$ cat src/rtl/pbs_pkg.sv
package pbs_pkg;

  typedef enum logic [2:0] {
    ST_IDLE,
    ST_OPEN,
    ST_CLO,
    ST_CHI,
    ST_PRE
  } seq_state_e;

  typedef struct packed {
    logic wr;
    logic wd;
    logic last;
  } beat_ctl_t;

endpackage

$ cat src/rtl/pbs_beat_buf.sv
module pbs_beat_buf
  import pbs_pkg::*;
#(
  parameter int ADDR_W = 8
) (
  input  logic              clk,
  input  logic              rst_n,
  input  logic              accept_ok,
  input  logic              in_valid,
  output logic              in_ready,
  input  logic [ADDR_W-1:0] in_row,
  input  logic [ADDR_W-1:0] in_col,
  input  beat_ctl_t         in_ctl,
  input  logic              pop,
  output logic              out_valid,
  output logic [ADDR_W-1:0] out_row,
  output logic [ADDR_W-1:0] out_col,
  output beat_ctl_t         out_ctl
);

  logic              v_q, v_d;
  logic              push;
  logic [ADDR_W-1:0] row_q, col_q;
  beat_ctl_t         ctl_q;

  assign in_ready = accept_ok & ~v_q;
  assign push     = in_valid & in_ready;

  always_comb begin
    v_d = v_q;
    if (push)     v_d = 1'b1;
    else if (pop) v_d = 1'b0;
  end

  always_ff @(posedge clk or negedge rst_n) begin
    if (!rst_n) v_q <= 1'b0;
    else        v_q <= v_d;
  end

  always_ff @(posedge clk) begin
    if (push) begin
      row_q <= in_row;
      col_q <= in_col;
      ctl_q <= in_ctl;
    end
  end

  assign out_valid = v_q;
  assign out_row   = row_q;
  assign out_col   = col_q;
  assign out_ctl   = ctl_q;

  // a held beat keeps its column and kind until it is issued
  p_hold_kept_r2: assert property (@(posedge clk) disable iff (!rst_n)
    (v_q && !pop) |=> (v_q && $stable(col_q) && $stable(ctl_q)));

endmodule

$ cat src/rtl/pbs_timer.sv
module pbs_timer #(
  parameter int PH_W    = 4,
  parameter int RW      = 8,
  parameter int CAS_LOW = 9,
  parameter int CP      = 4,
  parameter int RAS_MAX = 1000
) (
  input  logic            clk,
  input  logic            rst_n,
  input  logic            phase_clr,
  input  logic            ras_clr,
  input  logic            ras_low,
  output logic [PH_W-1:0] phase,
  output logic            fit_now,
  output logic            fit_gap
);

  localparam int LIM_NOW_I = RAS_MAX - CAS_LOW - 1;
  localparam int LIM_GAP_I = RAS_MAX - CAS_LOW - CP - 1;
  localparam logic [RW-1:0]   LIM_NOW = RW'(LIM_NOW_I);
  localparam logic [RW-1:0]   LIM_GAP = RW'(LIM_GAP_I);
  localparam logic [RW-1:0]   RAS_LIM = RW'(RAS_MAX);
  localparam logic [PH_W-1:0] PH_TOP  = '1;

  logic [PH_W-1:0] phase_q, phase_d;
  logic [RW-1:0]   ras_q, ras_d;

  always_comb begin
    phase_d = phase_q;
    if (phase_clr)             phase_d = '0;
    else if (phase_q != PH_TOP) phase_d = phase_q + 1'b1;
    ras_d = ras_q;
    if (ras_clr)      ras_d = '0;
    else if (ras_low) ras_d = ras_q + 1'b1;
  end

  always_ff @(posedge clk or negedge rst_n) begin
    if (!rst_n) begin
      phase_q <= '0;
      ras_q   <= '0;
    end else begin
      phase_q <= phase_d;
      ras_q   <= ras_d;
    end
  end

  assign phase   = phase_q;
  assign fit_now = (ras_q <= LIM_NOW);
  assign fit_gap = (ras_q <= LIM_GAP);

  // the RAS-low cycle count never reaches the limit while RAS is low
  p_ras_budget_r9: assert property (@(posedge clk) disable iff (!rst_n)
    ras_low |-> (ras_q < RAS_LIM));

endmodule

$ cat src/rtl/pbs_rd_cap.sv
module pbs_rd_cap (
  input  logic clk,
  input  logic rst_n,
  input  logic cap,
  input  logic bit_in,
  output logic rd_valid,
  output logic rd_data
);

  logic v_q, d_q;

  always_ff @(posedge clk or negedge rst_n) begin
    if (!rst_n) v_q <= 1'b0;
    else        v_q <= cap;
  end

  always_ff @(posedge clk) begin
    if (cap) d_q <= bit_in;
  end

  assign rd_valid = v_q;
  assign rd_data  = d_q;

endmodule

$ cat src/rtl/page_burst_seq.sv
module page_burst_seq
  import pbs_pkg::*;
#(
  parameter int ADDR_W       = 8,
  parameter int T_RCD        = 3,
  parameter int CAS_LOW      = 9,
  parameter int CP           = 4,
  parameter int T_RP         = 10,
  parameter int RAS_MAX_NORM = 1000,
  parameter int RAS_MAX_EXT  = 7500,
  parameter bit EXT_MODE     = 1'b0,
  parameter int MAX_BEATS    = 256
) (
  input  logic              clk,
  input  logic              rst_n,
  input  logic              s_valid,
  output logic              s_ready,
  input  logic [ADDR_W-1:0] s_row,
  input  logic [ADDR_W-1:0] s_col,
  input  logic              s_wr,
  input  logic              s_wdata,
  input  logic              s_last,
  output logic              rd_valid,
  output logic              rd_data,
  output logic              dram_ras_n,
  output logic              dram_cas_n,
  output logic              dram_we_n,
  output logic [ADDR_W-1:0] dram_addr,
  output logic              dram_din,
  input  logic              dram_dout
);

  localparam int RAS_MAX = EXT_MODE ? RAS_MAX_EXT : RAS_MAX_NORM;
  localparam int PH_MAXV = (T_RCD > CAS_LOW) ?
                           ((T_RCD > T_RP) ? ((T_RCD > CP) ? T_RCD : CP) : ((T_RP > CP) ? T_RP : CP)) :
                           ((CAS_LOW > T_RP) ? ((CAS_LOW > CP) ? CAS_LOW : CP) : ((T_RP > CP) ? T_RP : CP));
  localparam int PH_W    = $clog2(PH_MAXV + 1) + 1;
  localparam int RW      = $clog2(RAS_MAX + CAS_LOW + CP + 2) + 1;
  localparam int BW      = $clog2(MAX_BEATS + 1);
  localparam logic [PH_W-1:0] PH_RCD = PH_W'(T_RCD - 1);
  localparam logic [PH_W-1:0] PH_CLO = PH_W'(CAS_LOW - 1);
  localparam logic [PH_W-1:0] PH_CP  = PH_W'(CP - 1);
  localparam logic [PH_W-1:0] PH_RP  = PH_W'(T_RP - 1);
  localparam logic [BW-1:0]   BEATS_TOP = BW'(MAX_BEATS);

  // reset: asserted at once, released on the clock
  logic [1:0] rs_q;
  logic       srst_n;
  always_ff @(posedge clk or negedge rst_n) begin
    if (!rst_n) rs_q <= 2'b00;
    else        rs_q <= {rs_q[0], 1'b1};
  end
  assign srst_n = rs_q[1];

  seq_state_e        state_q, state_d;
  logic [ADDR_W-1:0] row_q, col_q;
  beat_ctl_t         ctl_q;
  logic              cont_q;
  logic [BW-1:0]     beats_q;

  logic              hb_valid, pop, accept_ok;
  logic [ADDR_W-1:0] hb_row, hb_col;
  beat_ctl_t         hb_ctl, s_ctl;
  logic [PH_W-1:0]   phase;
  logic              fit_now, fit_gap;
  logic              ras_low, open_start, rd_cap;

  assign s_ctl     = '{wr: s_wr, wd: s_wdata, last: s_last};
  assign accept_ok = (state_q == ST_IDLE) || (state_q == ST_CLO) || (state_q == ST_CHI);

  pbs_beat_buf #(.ADDR_W(ADDR_W)) u_buf (
    .clk       (clk),
    .rst_n     (srst_n),
    .accept_ok (accept_ok),
    .in_valid  (s_valid),
    .in_ready  (s_ready),
    .in_row    (s_row),
    .in_col    (s_col),
    .in_ctl    (s_ctl),
    .pop       (pop),
    .out_valid (hb_valid),
    .out_row   (hb_row),
    .out_col   (hb_col),
    .out_ctl   (hb_ctl)
  );

  pbs_timer #(
    .PH_W    (PH_W),
    .RW      (RW),
    .CAS_LOW (CAS_LOW),
    .CP      (CP),
    .RAS_MAX (RAS_MAX)
  ) u_timer (
    .clk       (clk),
    .rst_n     (srst_n),
    .phase_clr (state_d != state_q),
    .ras_clr   (open_start),
    .ras_low   (ras_low),
    .phase     (phase),
    .fit_now   (fit_now),
    .fit_gap   (fit_gap)
  );

  // next state
  always_comb begin
    state_d = state_q;
    pop     = 1'b0;
    unique case (state_q)
      ST_IDLE: if (hb_valid) state_d = ST_OPEN;
      ST_OPEN: if (phase == PH_RCD) begin
        state_d = ST_CLO;
        pop     = 1'b1;
      end
      ST_CLO: if (phase == PH_CLO) begin
        if (ctl_q.last || (beats_q == BEATS_TOP) || !fit_gap) state_d = ST_PRE;
        else                                                  state_d = ST_CHI;
      end
      ST_CHI: if (phase >= PH_CP) begin
        if (!fit_now) state_d = ST_PRE;
        else if (hb_valid) begin
          state_d = ST_CLO;
          pop     = 1'b1;
        end
      end
      ST_PRE: if (phase == PH_RP) state_d = hb_valid ? ST_OPEN : ST_IDLE;
      default: state_d = ST_IDLE;
    endcase
  end

  assign open_start = (state_d == ST_OPEN) && (state_q != ST_OPEN);
  assign ras_low    = (state_q == ST_OPEN) || (state_q == ST_CLO) || (state_q == ST_CHI);
  assign rd_cap     = (state_q == ST_CLO) && (phase == PH_CLO) && !ctl_q.wr;

  always_ff @(posedge clk or negedge srst_n) begin
    if (!srst_n) begin
      state_q <= ST_IDLE;
      cont_q  <= 1'b0;
      beats_q <= '0;
    end else begin
      state_q <= state_d;
      if (pop) begin
        cont_q  <= ~hb_ctl.last;
        beats_q <= (state_q == ST_OPEN) ? BW'(1) : beats_q + 1'b1;
      end
    end
  end

  always_ff @(posedge clk) begin
    if (open_start && !cont_q) row_q <= hb_row;
    if (pop) begin
      col_q <= hb_col;
      ctl_q <= hb_ctl;
    end
  end

  pbs_rd_cap u_rd (
    .clk      (clk),
    .rst_n    (srst_n),
    .cap      (rd_cap),
    .bit_in   (dram_dout),
    .rd_valid (rd_valid),
    .rd_data  (rd_data)
  );

  assign dram_ras_n = ~ras_low;
  assign dram_cas_n = ~(state_q == ST_CLO);
  assign dram_we_n  = ~((state_q == ST_CLO) && ctl_q.wr);
  assign dram_addr  = (state_q == ST_OPEN) ? row_q : col_q;
  assign dram_din   = ctl_q.wd;

  // CAS pulses only inside an open row
  p_cas_under_ras_r2: assert property (@(posedge clk) disable iff (!srst_n)
    !dram_cas_n |-> !dram_ras_n);
  // WE is low only during a CAS pulse
  p_we_inside_cas_r5: assert property (@(posedge clk) disable iff (!srst_n)
    !dram_we_n |-> !dram_cas_n);
  // a read result appears only when CAS has just risen
  p_rd_on_cas_rise_r6: assert property (@(posedge clk) disable iff (!srst_n)
    rd_valid |-> $rose(dram_cas_n));
  // no beat accepted while opening or precharging
  p_ready_shut_r10: assert property (@(posedge clk) disable iff (!srst_n)
    ((state_q == ST_OPEN) || (state_q == ST_PRE)) |-> !s_ready);
  // beat budget of one RAS period
  p_beat_cap_r8: assert property (@(posedge clk) disable iff (!srst_n)
    beats_q <= BEATS_TOP);

endmodule

$ cat config.mk
export PLATFORM = sky130hd
export DESIGN_NAME = page_burst_seq
export DESIGN_NICKNAME = d
export VERILOG_FILES = /design/src/rtl/pbs_pkg.sv /design/src/rtl/pbs_beat_buf.sv /design/src/rtl/pbs_timer.sv /design/src/rtl/pbs_rd_cap.sv /design/src/rtl/page_burst_seq.sv
export SDC_FILE = /design/constraint.sdc
export NUM_CORES = 1
export LEC_CHECK = 0
export ABC_AREA = 1
export BUFFER_PORTS_ARGS = -buffer_cell sky130_fd_sc_hd__buf_2
export CORE_AREA = 2 2 90 92
export CTS_CLUSTER_DIAMETER = 40
export DETAILED_ROUTE_END_ITERATION = 16
export DIE_AREA = 0 0 92 94
export MAX_ROUTING_LAYER = met4
export PLACE_DENSITY = 0.65
export SETUP_SLACK_MARGIN = 0.4
export SYNTH_ARGS = -nofsm -noshare
export SYNTH_HDL_FRONTEND = slang
export SYNTH_HIERARCHICAL = 1
export SYNTH_SLANG_ARGS = --single-unit
$ cat constraint.sdc
create_clock -name clk -period 1.5 [get_ports clk]
set_clock_uncertainty 0.15 [all_clocks]
set_input_delay 0.3 -clock clk [delete_from_list [all_inputs] [get_ports clk]]
set_output_delay 0.3 -clock clk [all_outputs]
set_load 0.05 [all_outputs]
---- Word-level counts from Yosys, hierarchy flattened ----
Index checks and enable logic that the tools add are counted.
word-level totals
  bits in registers ....................... 72
  input port bits ......................... 23
  output and inout port bits .............. 15
  word-level logic and storage cells ...... 85
cells by class
  add/subtract/negate cells ............... 3
  order comparisons ....................... 3
  eq/ne operators ......................... 12
  mux-type cells .......................... 23
  bitwise gates (word level) .............. 7
  reductions and logical operators ........ 18
operators by type and width
  cell                   count
  $mux 3                 8
  $le 11x10->1 const B   2
  $mux 11                2
  $pmux 3 s5             1
  $add 11x1->11 const B  1
  $eq 5x4->1 const B     2
  $mux 5                 2
  $add 9x1->9 const B    1
  $eq 9x9->1 const B     1
  $mux 9                 1
  $mux 8                 1
  $mux 1                 7
  $eq 3x1->1 const B     2
  $eq 3x2->1 const B     2
  $logic_or 1x1->1       6
  $reduce_bool 2->1      3
  $add 5x1->5 const B    1
  $eq 5x2->1 const B     1
  $ge 5x2->1 const B     1
  $logic_and 1x1->1      5
  $ne 5x5->1 const B     1
  $not 1->1              5
  $eq 3x3->1 const B     1
  $logic_not 1->1        3
  5 further kinds        6

---- Logic depth before layout (Yosys ltp) ----
Gate-level depths: netlist (run 1).
  word-level depth ........................ 9
  mapped depth ............................ 15
  mapped depth without buffers ............ 15

---- Cells and area by module ----
The synthesis (run 1) kept the hierarchy.
modules (own cells, without submodules)
  module          instances  cells each  area each (µm²)  seq. area each (µm²)
  page_burst_seq  1          195         1732.9           945.9
  pbs_timer       1          134         937.1            400.4
  pbs_beat_buf    1          28          631.9            595.6
  pbs_rd_cap      1          2           55.1             55.1

---- Least setup slack after synthesis (run 1) ----
Ideal clock, no wire load.
  path kind ............................... register to register
  start point ............................. register state_q[2]
  end point ............................... register u_timer.phase_q[3], in the netlist u_timer/phase[3]
  setup time .............................. 125 ps
  arrival time ............................ 2040 ps
  required time ........................... 1225 ps
  slack ................................... -815 ps
  cell stages (with the launch flop) ...... 11
  path buffers ............................ 0
  clock period less this slack ............ 2315 ps
  cells stage by stage .................... dfrtp_1 -> inv_1 -> nand3_1 -> nor2_1 -> nand3_1 -> nand4_1 -> nand3_1 -> nor2_1 -> nor2_1 -> o21ai_0 -> a21oi_1
between the ends
  cells in the longest elaborated chain, start to end .. 6
  elaborated cells between the ends (all ways) .. 16
  those cells by class .................... eq/ne (5); mux (9); reduce/logical (2)
RTL lines
  item                                         RTL line               RTL
  from (decl)                                  page_burst_seq.sv:55   seq_state_e state_q, state_d;
  from (signal assigned)                       page_burst_seq.sv:140  state_q <= state_d;
  $mux 3                                       page_burst_seq.sv:120  else if (hb_valid) begin
  $mux 3                                       page_burst_seq.sv:119  if (!fit_now) state_d = ST_PRE;
  $mux 3                                       page_burst_seq.sv:118  ST_CHI: if (phase >= PH_CP) begin
  $pmux 3 s5                                   page_burst_seq.sv:108  unique case (state_q)
  $ne 3x3->1 (*)                               page_burst_seq.sv:96   .phase_clr (state_d != state_q),
  $mux 5 or $reduce_bool 2->1 (tied branches)  -
  to (signal assigned)                         pbs_timer.sv:42        phase_q <= phase_d;
  to (decl)                                    pbs_timer.sv:25        logic [PH_W-1:0] phase_q, phase_d;
Mark *: on every way between the ends. The rest lies on a longest branch, timed or not.
A chain may end at the register's enable or synchronous reset.

---- Worst setup path in the final report (run 1) ----
  start point ............................. register u_timer.ras_q[6]
  end point ............................... register u_timer.phase_q[3], in the netlist u_timer/phase[3]
between the ends
  elaborated cells between the ends (all ways) .. 12
  those cells by class .................... order compare (2); eq/ne (1); mux (6); reduce/logical (3)
RTL lines
  item                                         RTL line               RTL
  from (decl)                                  pbs_timer.sv:26        logic [RW-1:0] ras_q, ras_d;
  from (signal assigned)                       pbs_timer.sv:43        ras_q <= ras_d;
  $le 11x10->1 (*)                             pbs_timer.sv:48        assign fit_now = (ras_q <= LIM_NOW);
  named net fit_now                            page_burst_seq.sv:65   logic fit_now, fit_gap;
  $mux 3 (*)                                   page_burst_seq.sv:119
  $mux 3 (*)                                   page_burst_seq.sv:118
  $pmux 3 s5 (*)                               page_burst_seq.sv:108
  named net state_d[0]                         page_burst_seq.sv:55
  $ne 3x3->1 (*)                               page_burst_seq.sv:96
  $mux 5 or $reduce_bool 2->1 (tied branches)  -
The timed path passes the listed nets; every way through them passes the cells marked *.

==> flow_results.org, run 1 <==
** Finish
- Ant. Diodes :: 0
- Fraction of final layout cells with drive strength greater than 1 :: 0.507
- Layout area overhead :: 76.0%
- Leaving out fill and tap cells, the most frequent cell in the layout is buf_4.
- Summing all multi-input logic gate instances after layout gives 1690 sq um.
- Summing all flip-flop and latch instances after layout gives 2000 sq um.
- Number of fill cells :: 378
- Final design area excluding fillers :: 5910 sq um
- Most frequent cells in the layout :: buf_4, nand2_1, edfxtp_1
- Final core utilization :: 0.777
- Net count reported at finish :: 568

** Floorplanning
- Die outline area :: 8650 sq um
- Core Rows :: 32
- For this configuration, the core starts out at a cell density of 0.441.
- Core Footprint :: 7610 sq um
- Height of the die :: 94 microns
- Number of top-level design ports :: 38
- The floorplan step set the die width to 92 microns.

** Critical path
- Across all register-to-register paths, the minimum setup slack is -0.95 ns.
- Critical register-to-register path endpoint :: u_timer/phase[3]$_DFFE_PN0P_
- Critical path data required time :: 1.60 ns
- STA classifies the critical path endpoint as a register.
- Crit Path Category :: register to register
- The worst setup path is launched from a register.
- The worst register-to-register path has a depth of 15.
- Highest fanout seen on the critical path :: 3
- STA puts the critical path data arrival time at 2.55 ns.
- The startpoint identified for the worst register-to-register timing path is u_timer/ras_q[6]$_DFFE_PN0P_.
- In this run the worst setup path begins at u_timer/ras_q[6]$_DFFE_PN0P_.

** GRT
- Antenna violations before repair :: 0
- Vias in the first global route :: 3293
- For this run the aggregate overflow at the end of global routing stands at 0.
- Met3 Resource Use GR :: 0.0682
- All-Layer GR Usage :: 0.246
- In the global route stage, met1 resource usage came out at 0.265.
- met2 is the most crowded layer.
- The first global-routing pass estimated 15500 microns of wire.
- Entering global routing, the biggest net connects 32 pins.
- Met2 usage :: 0.430

** Detailed routing
- Post-DRT Antenna Nets :: 0
- The first detailed-routing pass took 5 iterations.
- Number of DRC violations after detailed-routing iteration 0 :: 230
- Vias per cell :: 5.36
- Detailed-route DRC error count :: 0
- After detailed routing, the average wire length per cell comes to 19.6 microns.
- Total Routed Length :: 12700 microns
- The final route contains 3464 vias.

** Logic synthesis
- Mapped cell area :: 3360 sq um
- After synthesis, the largest family of logic cells by area is simple AND/OR/NAND/NOR gates.
- After synthesis the netlist holds a flip-flop and latch count of 72.
- Of the total synthesized cell area, the portion taken by full adders, half adders and majority gates is 0.0224.
- A synthesized cell averages 9.35 sq um.
- Seq/Total Area, Yosys :: 0.595
- Synth warn :: 6
- Area share of xor/xnor cells in the synthesized design :: 0.0104
- In this run, distinct cell masters in the synthesized netlist total 30.
- Synth Area in Compound Gates :: 0.0544
- Of the post-synthesis cell area, the part taken by muxes is 0.
- Area share of and/or/nand/nor cells after synthesis :: 0.249
- Net count after synthesis :: 388
- Synthesis produced a netlist whose cell count is 359.

** STA
- Setup violations, final :: 81
- Setup repair after global routing could not meet its margin everywhere.
- Counting I/O delays and the setup requirement, the final critical path takes 2.45 ns.
- Adding up every negative setup slack in the final design gives -40.65 ns.
- Count of endpoints failing hold in the final timing report :: 0
- Final worst slack :: -0.947 ns
- Of the available clock period, the critical path in the final layout requires 1.63.
- Fmax achieved :: 0.409 GHz
- The final-report max-slew violation count came to 0.

** Clock network
- At the later pin of the worst-skew pair, clock insertion delay measures 0.36 ns.
- Clock-pin slew was measured on the worst setup and hold paths at 0.09 ns.
- The H-tree was split into 3 levels.
- Clock Tree Root :: clkbuf_8
- Total CTS buffers :: 9
- For this design, the sink count on the clock tree is 72.
- In this run the deepest clock path goes through 2 buffers.
- TritonCTS clock tree :: done

** Pwr
- Power Density :: 1960 nW/um^2
- The share of total power dissipated in combinational logic is 0.590.
- Fraction of power consumed by the clock network :: 0.156
- Max rail drop VDD :: 1.54 mV
- The analysis attributes to net switching a power of 4.94 mW.
- Summed over all cells, the static leakage comes to 2.67 nW.
- Power consumption :: 11.6 mW
- Internal power comes to 6.67 mW.
- Of the total power, registers draw 0.254.
- Of the total power, the share spent switching nets is 0.426.

** Place
- During placement, the flow inserted port buffers numbering 37.
- Routability-driven placement congestion ratio :: 0.872
- HPWL reported at the end of detailed placement :: 5240 microns
- Placed cell area :: 4570 sq um

** Min path
- Path type of the worst min-delay path :: input pin to async pin

** Run
- Max-cap violations in this run came to 0.

** Status
- The flow ran to the end, but the final reports show violations.
- Failing checks :: negative setup slack
-- power groups by stage --
stage	combinational, mW	clock (mW)	sequential (mW)
after global routing	7.11	1.89	2.97
after CTS	5.61	1.78	2.86
after detailed placement	4.22	0	2.88
final	6.85	1.81	2.95
after floorplan	2.82	0	2.93
after global placement	4.15	0	2.86
-- worst max-delay path, stage by stage, from the launching register on --
cell and delay [ns]:
dfrtp_1 0.40, nand2_2 0.09, nor3_2 0.20, nor2_1 0.09
o21ai_1 0.10, nand2_2 0.09, nand2_1 0.07, a21boi_1 0.07
nor2_1 0.23, nand3_1 0.19, nand2_1 0.12, nand3_2 0.11
nor2_4 0.15, nor2_2 0.07, o21ai_1 0.16, a21oi_1 0.06
-- cells in the mapped netlist --
| master | count | area share |
|---|---|---|
| a21oi_1 | 13 | 0.019 |
| buf_2 | 1 | 0.0015 |
| o21ai_2 | 4 | 0.010 |
| nand4_2 | 1 | 0.0037 |
| o21ai_0 | 9 | 0.013 |
| nand3_2 | 4 | 0.012 |
| edfxtp_1 | 39 | 0.35 |
| and3_1 | 1 | 0.0019 |
| nor3_4 | 1 | 0.0048 |
| xor2_1 | 4 | 0.010 |
| nor3_1 | 6 | 0.0089 |
| nand4_1 | 9 | 0.017 |
| ha_1 | 6 | 0.022 |
| nor2_4 | 1 | 0.0034 |
| inv_2 | 3 | 0.0034 |
| o21a_1 | 1 | 0.0022 |
| buf_4 | 1 | 0.0022 |
| nor2_2 | 1 | 0.0019 |
| nor2_1 | 44 | 0.049 |
| o21ai_1 | 3 | 0.0045 |
| nand2_1 | 96 | 0.11 |
| a21boi_0 | 1 | 0.0022 |
| clkbuf_1 | 1 | 0.0011 |
| conb_1 | 1 | 0.0011 |
| dfrtp_1 | 33 | 0.25 |
| o211ai_1 | 1 | 0.0022 |
| nand3_1 | 24 | 0.036 |
| nand2_4 | 1 | 0.0034 |
| buf_12 | 1 | 0.0060 |
| inv_1 | 48 | 0.054 |
-- state kept, by name, summed over array words and instances, names as in the netlist --
signal / count
dram_din: 1
u_rd/rd_valid: 1
u_buf/out_col: 8
rs_q: 2
u_timer/phase: 5
u_timer/ras_q: 11
state_q: 3
ctl_q: 2
u_rd/rd_data: 1
u_buf/out_ctl: 3
u_buf/out_row: 8
beats_q: 9
row_q: 8
cont_q: 1
u_buf/out_valid: 1
col_q: 8
-- repair_timing --
item / in CTS / in global routing
endpoints found under the hold margin: 22 / 0
hold buffers: 21 / 0
buffers inserted: 15 / 18
setup endpoints to repair: 85 / 85
cloned: 3 / 2
pin swaps: 21 / 14
gates resized for setup: 101 / 42
-- area by class of cell --
cell class	count	area share
clock buffer	9	0.0210
tap	102	0.0216
clock inverter	7	0.0174
timing repair buffer	173	0.278
sequential	72	0.339
multi-input combinational	232	0.285
inverter	51	0.0383
-- kinds of logic (layout without fill, tap and decap cells) --
kind of cell / Yosys count / in the layout
and+or+nand+nor: 189 / 189
adders and majority gates: 6 / 6
other: 1 / 1
xor gates and xnor gates: 4 / 4
AOI/OAI and AO/OA: 32 / 32
buffers and inverters: 55 / 240
DFF: 72 / 72
-- metrics by stage --
stage	worst slack, ns	hold slack, ns	cells
finish	-0.947	0.138	646
global route	-0.971	0.154	646
CTS	-0.546	0.0746	626
detailed placement	-0.566	-0.0640	571
global placement	-0.502	-0.0658	571
floorplan	-0.466	-0.146	359
-- worst max path at each step --
| stage | cells past startpoint | endpoint |
|---|---|---|
| global route | 15 | u_timer/phase[2]$_DFFE_PN0P_ |
| CTS | 15 | u_timer/phase[2]$_DFFE_PN0P_ |
| detailed placement | 15 | u_timer/phase[2]$_DFFE_PN0P_ |
| floorplan | 15 | u_timer/phase[2]$_DFFE_PN0P_ |
| finish | 15 | u_timer/phase[3]$_DFFE_PN0P_ |
| global placement | 15 | u_timer/phase[2]$_DFFE_PN0P_ |
-- metal layers --
layer  share of wire  routed length, microns
met3           0.071                     903
met2            0.51                    6440
met4           0.042                     538
met1            0.38                    4780
met5               0                       0
(Power assumes the default switching activity.)
==> run 2, diff against run 1 <==
--- a/config.mk
+++ b/config.mk
@@ -7,12 +7,11 @@
 export LEC_CHECK = 0
 export ABC_AREA = 1
 export BUFFER_PORTS_ARGS = -buffer_cell sky130_fd_sc_hd__buf_2
-export CORE_AREA = 2 2 90 92
-export CTS_CLUSTER_DIAMETER = 40
+export CORE_AREA = 2 2 95 97
 export DETAILED_ROUTE_END_ITERATION = 16
-export DIE_AREA = 0 0 92 94
+export DIE_AREA = 0 0 97 99
+export GPL_TIMING_DRIVEN = 1
 export MAX_ROUTING_LAYER = met4
-export PLACE_DENSITY = 0.65
 export SETUP_SLACK_MARGIN = 0.4
 export SYNTH_ARGS = -nofsm -noshare
 export SYNTH_HDL_FRONTEND = slang
==> run 2 against run 1 <==
The run ends with negative hold slack, negative setup slack left. Critical endpoint is now u_timer/phase[2]$_DFFE_PN0P_. Setup slack better by 0.30 ns. Register-to-register slack better by 0.30 ns. Critical path type unchanged. Combinational power shrank 3.5%. Final cell count rose by 0.77%. Sequential share of layout area increased by 0.093 points. Fmax increased by 14%. Worst hold slack worse by 0.15 ns. Clock power shrank 8%. Final area shrank 0.15%. Die area up 11%. Sequential power about the same.
==> flow_results.org, run 2 (synthesis results as in run 1) <==
** Run
- Number of max-capacitance violations reported :: 0 (unchanged)

** Detailed routing
- M1 wire length :: 4050 microns (-15%)
- Detailed Routing Iterations Pass 1 :: 4 (-1)
- The number of remaining DRC errors came to 0 (unchanged).
- Wire length per cell :: 15.7 microns (-20%)
- The met3 layer wire length in the routed design came to 375 microns (-58%).
- Vias per cell :: 4.83 (-10%)
- Total Routed Length :: 10200 microns (-19%)
- The post-detailed-route count of antenna-violating nets was 0 (unchanged).
- The total via count after detailed routing is 3142 (-9.3%).
- Met2 routed WL :: 5570 microns (-14%)
- The highest layer touched by signal routing is met4.
- The violation count after the first detailed-routing iteration is 122 (-47%).

** Pwr
- The power density normalized to cell area is 1900 nW/um^2 (-3.4%).
- The overall power after layout was 11.2 mW (-3.6%).
- Max rail drop VDD :: 1.56 mV (+0.76%)
- Leakage power :: 2.66 nW (-0.29%)

** Place
- PortBufs :: 37 (unchanged)
- The HPWL after detailed placement was 5260 microns (+0.47%).
- The routability congestion estimate was 0.858 (-1.7%).

** STA
- Final worst slack :: -0.651 ns (+0.296 ns)
- The setup TNS after final layout is -32.22 ns (+8.43 ns).
- The final-report max-slew violation count came to 0 (unchanged).
- Unrepaired setup endpoints after global routing :: yes
- The total of endpoints with negative setup slack in the final report came to 82 (+1.2%).
- Hold slack :: -0.0127 ns (-0.151 ns)
- The final critical-path share of the clock period is 1.43 (-0.197).
- Fmax achieved :: 0.465 GHz (+14%)
- The count of final hold-check violations is 7 (+7).
- Minimum clock period :: 2.15 ns (-0.296 ns)

** Finish
- Net count reported at finish :: 567 (-0.18%)
- Leading registers by flop count :: u_timer/ras_q: 11 flops, beats_q: 9 flops
- Leaving out fill and tap cells, the most frequent cells in the layout are buf_4, nand2_1, edfxtp_1.
- The share of post-route cells with drive strength above 1 was 0.516 (+0.00830).
- Compared with the post-synthesis result, the final layout area differs by 75.7%.
- The diode insertion count for antenna repair was 0 (unchanged).
- Final core utilization :: 0.690 (-0.0867)
- The register with the most flip-flops in the final layout is u_timer/ras_q.
- Sequential cell area :: 2000 sq um (+0.12%)
- The filler cell count is 553 (+46%).
- Max FFs per register :: 11 (unchanged)
- Area occupied by multi-input gates :: 1700 sq um (+1.1%)
- Leaving out fill and tap cells, the most frequent cell in the layout is buf_4.

** Floorplanning
- The die extent in x was 97 microns (+5.4%).
- The starting utilization of the core area was 0.393 (-0.0487).
- Number of top-level design ports :: 38 (unchanged)
- Core Footprint :: 8550 sq um (+12%)
- Core Rows :: 34 (+6.3%)
- Die outline area :: 9600 sq um (+11%)
- The die height came to 99 microns (+5.3%).

** GRT
- Vias in the first global route :: 3194 (-3.0%)
- The total global-route track usage is 0.206 (-0.0399).
- Antenna violations before repair :: 0 (unchanged)
- The first-pass GRT wire length came to 15100 microns (-3.1%).
- Pin count of the biggest net entering global routing :: 17 (-47%)
- Total grt overflow :: 0 (unchanged)

** Clock network
- The clock latency reported for the late side of the worst-skew pair came to 0.35 ns (about the same).
- Total CTS buffers :: 9 (unchanged)
- The number of H-tree levels is 3 (unchanged).
- Clock Tree Root :: clkbuf_8
- TritonCTS built the clock tree.
- Number of buffers between clock root and the deepest sink :: 2 (unchanged)
- The clock sink count came to 72 (unchanged).
- The CTS clock-pin slew for the worst setup and hold paths came to 0.09 ns (about the same).

** Critical path
- R2R depth :: 15 (unchanged)
- Critical path data required time :: 1.60 ns (about the same)
- The maximum net fanout on the critical path is 3 (unchanged).
- Setup slack of the most critical reg-to-reg path :: -0.65 ns (+0.30 ns)
- Startpoint Class :: register
- Critical register-to-register path endpoint :: u_timer/phase[2]$_DFFE_PN0P_
- End of the critical path :: u_timer/phase[2]$_DFFE_PN0P_
- The worst setup path is captured at a register.
- Signal arrival time at the worst endpoint :: 2.25 ns (-0.30 ns)
- In this run the worst setup path begins at u_timer/ras_q[7]$_DFFE_PN0P_.
- The worst register-to-register path begins at u_timer/ras_q[7]$_DFFE_PN0P_.
- The setup path with the least slack is of type register to register.

** Status
- The run finished, with violations left.
- Failing checks :: negative hold slack, negative setup slack

** Min path
- In this run the worst hold path is classified as register to async pin.
==> run 2: cell types whose count changed in the layout (fill, tap and decap cells not counted), sizes merged <==
cell | previous run | this run
inv | 51 | 53
bufinv | 2 | 1
clkbuf | 11 | 10
clkinv | 3 | 2
==> run 2: repair_timing <==
action / in CTS / in global routing
setup buffers: 23 / 9
gates cloned: 4 / 1
pin swaps: 18 / 13
endpoints found under the setup margin: 85 / 85
hold buffers: 21 / 0
resized for setup: 95 / 43
endpoints found under the hold margin: 29 / 0
==> run 2: worst max-delay path, cell delays in order (launching register included) <==
cell	delay, ns
dfrtp_1	0.41
nand2_2	0.09
nor2_4	0.11
nand3_2	0.08
o21ai_2	0.14
nand2_2	0.09
nand2_1	0.06
a21boi_1	0.06
nor2_1	0.16
nand3_1	0.13
nand2_1	0.09
nand3_2	0.10
nor2_4	0.13
inv_1	0.07
a21oi_2	0.12
nor2_1	0.05
==> run 2: power breakdown <==
| part | leakage, nW | internal, mW | switching, mW |
|---|---|---|---|
| Combinational | 1.77 | 3.11 | 3.50 |
| Sequential | 0.783 | 2.58 | 0.354 |
| Clock | 0.107 | 0.804 | 0.853 |
| Total | 2.66 | 6.49 | 4.71 |
==> run 2: stage by stage <==
step                      std cells  instance area [sq um]  setup WS [ns]
final                           651                   5900         -0.651
after global placement          577                   4600         -0.525
after floorplan                 359                   3700         -0.466
after global routing            651                   5900         -0.787
after CTS                       641                   5650         -0.559
after detailed placement        577                   4600         -0.590
==> run 2: worst min path at each step <==
stage | startpoint | to | slack, ns | cells after the start
after floorplan | rst_n | rs_q[0]$_DFF_PN0_ | -0.15 | 0
after global placement | rst_n | rs_q[0]$_DFF_PN0_ | -0.06 | 1
after detailed placement | rst_n | rs_q[0]$_DFF_PN0_ | -0.06 | 1
after CTS | rs_q[1]$_DFF_PN0_ | u_timer/phase[4]$_DFFE_PN0P_ | -0.01 | 0
after global routing | rs_q[1]$_DFF_PN0_ | u_timer/phase[1]$_DFFE_PN0P_ | 0.01 | 0
final | rs_q[1]$_DFF_PN0_ | u_timer/phase[2]$_DFFE_PN0P_ | -0.01 | 0
==> run 2: metal layers <==
metal,up-vias,track usage
met4,0,0.0737
met2,84,0.362
li1,1528,-
met1,1511,0.235
met5,-,-
met3,19,0.0433
==> run 2: cell type report <==
type	count	share of cell area
multi-input combinational	232	0.289
clock buffer	9	0.0210
clock inverter	7	0.0144
sequential	72	0.340
tap	108	0.0229
timing repair buffer	172	0.276
inverter	51	0.0371
